### src/rtl/alias_pkg.sv
package alias_pkg;
  localparam int DEF_NREG = 8;
  localparam int DEF_NTAG = 4;
  localparam int DEF_DW   = 32;

  function automatic int idx_w(input int n);
    return (n > 1) ? $clog2(n) : 1;
  endfunction
endpackage

### src/rtl/alias_rename_table.sv
module alias_rename_table #(
  parameter int NREG = 8,
  parameter int NTAG = 4,
  parameter int RW   = 3,
  parameter int TW   = 2
) (
  input  logic                      clk,
  input  logic                      rst,
  input  logic                      iss_we,
  input  logic [RW-1:0]             iss_dst,
  input  logic [TW-1:0]             iss_tag,
  input  logic                      bc_valid,
  input  logic [TW-1:0]             bc_tag,
  output logic [NREG-1:0]           map_vld,
  output logic [NREG-1:0][TW-1:0]   map_tag,
  output logic [NREG-1:0]           clr_hit
);
  localparam int TAG_SPACE = NTAG;

  for (genvar r = 0; r < NREG; r++) begin : g_ent
    logic take_issue;
    assign take_issue = iss_we && (iss_dst == RW'(r));
    assign clr_hit[r] = bc_valid && map_vld[r] && (map_tag[r] == bc_tag);

    always_ff @(posedge clk) begin
      if (rst) begin
        map_vld[r] <= 1'b0;
        map_tag[r] <= '0;
      end else if (take_issue) begin
        // the issue update wins over a same-cycle clear
        map_vld[r] <= 1'b1;
        map_tag[r] <= iss_tag;
      end else if (clr_hit[r]) begin
        map_vld[r] <= 1'b0;
      end
    end
  end

  if (TAG_SPACE < 1) begin : g_bad
    initial $display("alias_rename_table: NTAG must be at least 1");
  end
endmodule

### src/rtl/alias_regfile.sv
module alias_regfile #(
  parameter int NREG = 8,
  parameter int DW   = 32
) (
  input  logic                    clk,
  input  logic                    rst,
  input  logic [NREG-1:0]         wr_mask,
  input  logic [DW-1:0]           wr_data,
  output logic [NREG-1:0][DW-1:0] rf_q
);
  for (genvar r = 0; r < NREG; r++) begin : g_reg
    always_ff @(posedge clk) begin
      if (rst)             rf_q[r] <= '0;
      else if (wr_mask[r]) rf_q[r] <= wr_data;
    end
  end
endmodule

### src/rtl/alias_operand_resolve.sv
module alias_operand_resolve #(
  parameter int NREG = 8,
  parameter int DW   = 32,
  parameter int RW   = 3,
  parameter int TW   = 2
) (
  input  logic [RW-1:0]             src,
  input  logic [NREG-1:0]           map_vld,
  input  logic [NREG-1:0][TW-1:0]   map_tag,
  input  logic [NREG-1:0]           clr_hit,
  input  logic [NREG-1:0][DW-1:0]   rf_q,
  input  logic [DW-1:0]             bc_value,
  output logic                      is_tag,
  output logic [TW-1:0]             tag,
  output logic [DW-1:0]             val
);
  always_comb begin
    is_tag = 1'b0;
    tag    = '0;
    val    = rf_q[src];
    if (clr_hit[src]) begin
      val = bc_value;               // bypass the value being written now
    end else if (map_vld[src]) begin
      is_tag = 1'b1;
      tag    = map_tag[src];
      val    = '0;
    end
  end
endmodule

### src/rtl/alias_map.sv
module alias_map
  import alias_pkg::*;
#(
  parameter int NREG = DEF_NREG,
  parameter int NTAG = DEF_NTAG,
  parameter int DW   = DEF_DW,
  parameter int RW   = idx_w(NREG),
  parameter int TW   = idx_w(NTAG)
) (
  input  logic          clk,
  input  logic          rst,
  input  logic          iss_valid,
  input  logic [RW-1:0] iss_src_a,
  input  logic [RW-1:0] iss_src_b,
  input  logic [RW-1:0] iss_dst,
  input  logic [TW-1:0] iss_tag,
  input  logic          bc_valid,
  input  logic [TW-1:0] bc_tag,
  input  logic [DW-1:0] bc_value,
  output logic          res_valid,
  output logic          opa_is_tag,
  output logic [TW-1:0] opa_tag,
  output logic [DW-1:0] opa_value,
  output logic          opb_is_tag,
  output logic [TW-1:0] opb_tag,
  output logic [DW-1:0] opb_value
);
  localparam int NSRC = 2;

  logic [NREG-1:0]           map_vld;
  logic [NREG-1:0][TW-1:0]   map_tag;
  logic [NREG-1:0]           clr_hit;
  logic [NREG-1:0][DW-1:0]   rf_q;

  logic [NSRC-1:0][RW-1:0]   src_idx;
  logic [NSRC-1:0]           r_is_tag, q_is_tag;
  logic [NSRC-1:0][TW-1:0]   r_tag, q_tag;
  logic [NSRC-1:0][DW-1:0]   r_val, q_val;

  assign src_idx[0] = iss_src_a;
  assign src_idx[1] = iss_src_b;

  alias_rename_table #(.NREG(NREG), .NTAG(NTAG), .RW(RW), .TW(TW)) u_table (
    .clk(clk), .rst(rst),
    .iss_we(iss_valid), .iss_dst(iss_dst), .iss_tag(iss_tag),
    .bc_valid(bc_valid), .bc_tag(bc_tag),
    .map_vld(map_vld), .map_tag(map_tag), .clr_hit(clr_hit)
  );

  alias_regfile #(.NREG(NREG), .DW(DW)) u_rf (
    .clk(clk), .rst(rst),
    .wr_mask(clr_hit), .wr_data(bc_value), .rf_q(rf_q)
  );

  for (genvar s = 0; s < NSRC; s++) begin : g_src
    alias_operand_resolve #(.NREG(NREG), .DW(DW), .RW(RW), .TW(TW)) u_res (
      .src(src_idx[s]), .map_vld(map_vld), .map_tag(map_tag),
      .clr_hit(clr_hit), .rf_q(rf_q), .bc_value(bc_value),
      .is_tag(r_is_tag[s]), .tag(r_tag[s]), .val(r_val[s])
    );

    always_ff @(posedge clk) begin
      if (rst) begin
        q_is_tag[s] <= 1'b0;
        q_tag[s]    <= '0;
        q_val[s]    <= '0;
      end else if (iss_valid) begin
        q_is_tag[s] <= r_is_tag[s];
        q_tag[s]    <= r_tag[s];
        q_val[s]    <= r_val[s];
      end
    end
  end

  always_ff @(posedge clk) begin
    if (rst) res_valid <= 1'b0;
    else     res_valid <= iss_valid;
  end

  assign opa_is_tag = q_is_tag[0];
  assign opa_tag    = q_tag[0];
  assign opa_value  = q_val[0];
  assign opb_is_tag = q_is_tag[1];
  assign opb_tag    = q_tag[1];
  assign opb_value  = q_val[1];
endmodule

### config.mk
export PLATFORM = sky130hd
export DESIGN_NAME = alias_map
export DESIGN_NICKNAME = d
export VERILOG_FILES = /design/src/rtl/alias_pkg.sv /design/src/rtl/alias_rename_table.sv /design/src/rtl/alias_regfile.sv /design/src/rtl/alias_operand_resolve.sv /design/src/rtl/alias_map.sv
export SDC_FILE = /design/constraint.sdc
export NUM_CORES = 1
export LEC_CHECK = 0
export BUFFER_PORTS_ARGS = -buffer_cell sky130_fd_sc_hd__buf_2
export CORE_MARGIN = 4
export CORE_UTILIZATION = 50
export CTS_CLUSTER_SIZE = 30
export DETAILED_ROUTE_END_ITERATION = 8
export PLACE_DENSITY = 0.79
export SYNTH_ARGS = -nofsm -noshare
export SYNTH_HDL_FRONTEND = slang
export SYNTH_SLANG_ARGS = --single-unit
### constraint.sdc
create_clock -name clk -period 3.7 [get_ports clk]
set_input_delay 0.555 -clock clk [delete_from_list [all_inputs] [get_ports clk]]
set_output_delay 0.555 -clock clk [all_outputs]
set_load 0.03 [all_outputs]
After elaboration in Yosys (flattened, before gate mapping). Cells that the tools add are included.

Word-level logic and storage cells: 125. Register bits after elaboration: 351.

Equal/unequal tests: 15. Magnitude comparators: 2. Mux-type cells: 44. Reductions and logical operators: 33.

Operators by type and width (number): binary-select mux 32 bit (select 3 bit) (2); 2-to-1 mux 32 bit (6); logical AND 1 bit (24); 2-to-1 mux 1 bit (24); == test 2 bit (8); nonzero test 2 bit (8); binary-select mux 1 bit (select 3 bit) (4); binary-select mux 2 bit (select 3 bit) (2); == test 3 bit, second input constant (4); 2-to-1 mux 2 bit (6); less-than comparator 3 x 4 -> 1 bit, second input constant (2); == test 3 x 2 -> 1 bit, second input constant (2); == test 3 x 1 -> 1 bit, second input constant (1); zero test 3 bit (1).

Longest topological paths before layout.
Depth in word-level cells: 5. Mapped depth: 8. Gate-level depth less buffers: 5.

Hierarchy. From an unflattened synthesis, not the netlist that was laid out.

Cell total of the unflattened synthesis: 1618. Area total of the unflattened synthesis: 18323.8 sq um.

By module, submodules not included: alias_regfile (cells an instance 860, sequential area each 5124.9 sq um, times used 1, area each 9521.6 sq um); alias_operand_resolve (cells an instance 203, sequential area each 0.0 sq um, times used 2, area each 2553.7 sq um); alias_map (cells an instance 228, sequential area each 1421.4 sq um, times used 1, area each 2539.9 sq um); alias_rename_table (cells an instance 124, sequential area each 480.5 sq um, times used 1, area each 1154.9 sq um).

Least setup slack after synthesis. Ideal clock, no wire load.

Path type: input -> register. Start: input port iss_src_a[0]. End: register q_val (netlist bit opa_value[10]). Path buffers: 3. Stages on the path: 7. Required time: 3580 ps. Slack: 1578 ps. Data arrival time: 2002 ps. Path through: buf_2 > buf_4 > buf_2 > mux4_2 > mux2i_1 > a2bb2oi_1 > o21ai_1.

Word-level cells in the longest chain between the ends: 4. Elaborated cells between the ends (all ways): 8. Those cells by class: mux: 8.

Ends and longest elaborated chain: from (decl) (RTL line alias_map.sv:13) `input logic [RW-1:0] iss_src_a,`; binary-select mux 32 bit (select 3 bit) or binary-select mux 1 bit (select 3 bit) (tied branches) (RTL line alias_operand_resolve.sv:20, alias_operand_resolve.sv:23); 2-to-1 mux 32 bit (implied by the code) or 2-to-1 mux 1 bit (tied branches) (RTL line alias_operand_resolve.sv:20, alias_operand_resolve.sv:23); 2-to-1 mux 32 bit (RTL line alias_operand_resolve.sv:23) `end else if (map_vld[src]) begin`; 2-to-1 mux 32 bit * (RTL line alias_operand_resolve.sv:21) `if (clr_hit[src]) begin`; to (signal, indexed assignment) (RTL line alias_map.sv:70) `q_val[s] <= r_val[s];`; to (decl) (RTL line alias_map.sv:38) `logic [NSRC-1:0][DW-1:0] r_val, q_val;`.

Every way passes the cells marked *; elsewhere a longest branch is shown, timed or not. The select of a mux whose other input is x is not followed. A chain may end at the register's enable or synchronous reset.

Final worst setup path.
Start: register u_table.map_tag[14] (netlist bit). End: register q_tag (netlist bit opa_tag[1]).

Word-level cells in the longest chain between the ends: 5.

Ends and longest elaborated chain: from (decl) (RTL line alias_rename_table.sv:15) `output logic [NREG-1:0][TW-1:0] map_tag,`; from (signal, indexed assignment) (RTL line alias_rename_table.sv:32) `map_tag[r] <= iss_tag;`; == test 2 bit (RTL line alias_rename_table.sv:23) `assign clr_hit[r] = bc_valid && map_vld[r] && (map_tag[r] == bc_tag);`; logical AND 1 bit (RTL line alias_rename_table.sv:23); binary-select mux 1 bit (select 3 bit) (RTL line alias_operand_resolve.sv:21); 2-to-1 mux 1 bit (implied by the code) (RTL line alias_operand_resolve.sv:21); 2-to-1 mux 2 bit (RTL line alias_operand_resolve.sv:21); to (signal, indexed assignment) (RTL line alias_map.sv:69) `q_tag[s] <= r_tag[s];`; to (decl) (RTL line alias_map.sv:37) `logic [NSRC-1:0][TW-1:0] r_tag, q_tag;`.

Every way passes these cells. The select of a mux whose other input is x is not followed.

==> impl_metrics.json <==
{
  "ant_nets": 0,
  "cp-end-kind": "register",
  "power.density_mw_per_mm2": 439,
  "r2r_end": "opa_tag[1]",
  "critPathBufInv": 2,
  "hp-class": "primary input to register",
  "grt_max_degree": 99,
  "postCtsSetupBuffers": 0,
  "start_kind": "register",
  "synthCells": 1812,
  "clkTransAtPathRegs_ps": 60,
  "synthesis.area_mm2": 0.0169,
  "hold_buffers": 0,
  "drc": 0,
  "grt_usage_pct": 28.0,
  "grt.met2_usage_pct": 46.2,
  "via_per_inst": 6.34,
  "final_max_slew_viol_count": 0,
  "final.setup.tns_ps": 0,
  "drt_iter0_drc": 2168,
  "worstHoldStart": "bc_value[9]",
  "cts_tree": "yes",
  "peakVddDrop_uv": 294,
  "cap_viol_max_count": 0,
  "power_w": 0.00830,
  "hold_viol": 0,
  "num_vias": 14548,
  "final_cell_area_mm2": 0.0189,
  "crit_top_cell": "buf_4",
  "fp.dieW_um": 192,
  "outcome": "complete, no violations",
  "ys_seq_area_share_pct": 41.5,
  "cts_resized": 0,
  "dp_hpwl_um": 30700,
  "reg2reg_slack_ps": 1370,
  "grt_pass1_vias": 14539,
  "period_needed_ps": 2330,
  "area_growth_pct": 11.7,
  "row_count": 67,
  "crit_type": "register to register",
  "max-clock-path-buffers": 3,
  "fin_skew_ps": 12.2,
  "antenna_found_initial": 4,
  "gr-total-overflow": 0,
  "first_pass_iters": 6,
  "ff2ff_path_depth": 7,
  "start_util_pct": 50.6,
  "drive_gt1_share_pct": 21.2,
  "yosysWarnings": 0,
  "coreArea_mm2": 0.0334,
  "die_h_um": 192,
  "r2r-start": "u_table.map_tag[14]",
  "cp_slowest_cell": "buf_4",
  "ys_seq_elements": 351,
  "grt_use_met3_pct": 6.13,
  "crit_family": "buffers and inverters",
  "clock_latency_ps": 520,
  "routed_wl_um": 52100,
  "ios": 120,
  "hold_end": "u_rf.rf_q[169]",
  "p_leak_nw": 6.59,
  "grt_pass1_wl_um": 80900,
  "synthDistinctLibCells": 34,
  "worst_pin_slew_ps": 1060,
  "die-area_mm2": 0.0369,
  "crit_chain": "xnor2_1 -> and4_1 -> buf_4 -> a221o_1 -> nand4_2 -> buf_4 -> a32o_1",
  "layout_commonest_cell": "nand2_1",
  "clock-sinks": 351,
  "rsz0062_at_grt": "false",
  "nets": 1869,
  "port_buffers": 119,
  "synthesis.nets": 1861,
  "finalSetupViolCount": 0,
  "grt.busiest_layer": "met2",
  "numCtsBuffers": 36,
  "cp_data_arrival_time_ps": 2740,
  "postSynthAreaPerCell_um2": 9.34,
  "cts.htree.levels": 2,
  "slowest_delay_ps": 480,
  "cts.root.buffer_cell": "clkbuf_16",
  "worstPathMaxFanout": 33,
  "max_clock_freq_mhz": 429,
  "layout_common_cells": "559 x nand2_1, 351 x dfxtp_1, 264 x a21oi_1",
  "place_area_mm2": 0.0177,
  "gp_congestion": 0.876,
  "met1_usage_pct": 35.7,
  "holdPathStages": 3,
  "relSlewSlack_pct": 29.2,
  "wl_per_cell_um": 22.7,
  "crit_cells": 7,
  "crit_required_ps": 4110,
  "period_share_pct": 62.9
}
## worst min-delay path, cell delays in order
cell,delay [ps]
buf_2,150
nand2_1,70
a21oi_1,50
## per-stage QoR
| step | cells | hold slack (ps) | worst slack [ps] | util, % |
|---|---|---|---|---|
| after floorplan | 1812 | 443 | 1580 | - |
| after global routing | 2294 | 357 | 1250 | 56.5 |
| final | 2295 | 351 | 1370 | 56.5 |
| after global placement | 2230 | 448 | 998 | 52.8 |
| after CTS | 2293 | 342 | 1390 | 56.5 |
| after detailed placement | 2230 | 457 | 970 | 52.8 |
## where the power goes
group / internal, W / switching (W)
registers: 0.00383 / 0.0000372
logic: 0.000224 / 0.000461
clock network: 0.00223 / 0.00152
## routing by layer
layer	routed length, um	vias to the layer above	share of wire (%)
met1	18900	6997	36
li1	-	6398	-
met2	24900	940	48
met3	5960	207	11
met4	2280	6	4.4
met5	28	-	0.054
## state kept, by name, indices dropped and copies added, names as in the netlist
register,flops
u_rf.rf_q,256
opa_value,32
opb_value,32
u_table.map_tag,16
u_table.map_vld,8
opa_tag,2
opb_tag,2
opa_is_tag,1
opb_is_tag,1
res_valid,1
## cell usage after synthesis, drive strengths merged
| cell | count | area (um^2) |
|---|---|---|
| buf | 54 | 338 |
| and3 | 1 | 6.26 |
| nor3 | 2 | 10.0 |
| a22o | 2 | 17.5 |
| nand4b | 3 | 26.3 |
| nand4 | 10 | 103 |
| nor3b | 2 | 15.0 |
| clkinv | 1 | 3.75 |
| a21oi | 264 | 1320 |
| a221o | 2 | 20.0 |
| xor2 | 1 | 8.76 |
| o221ai | 6 | 52.6 |
| xnor2 | 15 | 131 |
| nor2 | 27 | 101 |
| dfxtp | 351 | 7030 |
| nand3 | 3 | 15.0 |
| o21ai | 64 | 395 |
| a32o | 4 | 40.0 |
| a2bb2oi | 64 | 561 |
| nand2 | 559 | 2100 |
| mux2i | 82 | 821 |
| nor2b | 8 | 50.1 |
| mux4 | 140 | 3150 |
| mux2 | 4 | 45.0 |
| nand2b | 3 | 18.8 |
| and4 | 4 | 35.0 |
| clkbuf | 136 | 510 |
## layout make-up
cell class	count	area (um^2)
Timing Repair Buffer	160	1020
Clock buffer	51	1070
Clock inverter	12	151
Multi-Input combinational cell	1270	9060
Antenna cell	2	5.00
Tap cell	448	561
Sequential cell	351	7030
Fill cell	2738	14600
Inverter	1	3.75
## cell families after synthesis
logic type	after synthesis	synth area share (%)
simple gates	622	14.6
buf+inv	191	5.03
flops	351	41.5
compound gates	406	14.2
mux	226	23.7
xor+xnor	16	0.828
## how the worst max path moves through the flow
stage                                    from             to
after floorplan                  iss_src_a[0]  opa_value[10]
after global placement           iss_src_a[0]  opa_value[23]
after detailed placement         iss_src_a[0]  opa_value[19]
after CTS                 u_table.map_tag[11]  opb_value[12]
after global routing      u_table.map_tag[11]  opb_value[31]
final                     u_table.map_tag[14]     opa_tag[1]
Note: power is estimated with default switching activity, not from simulation.
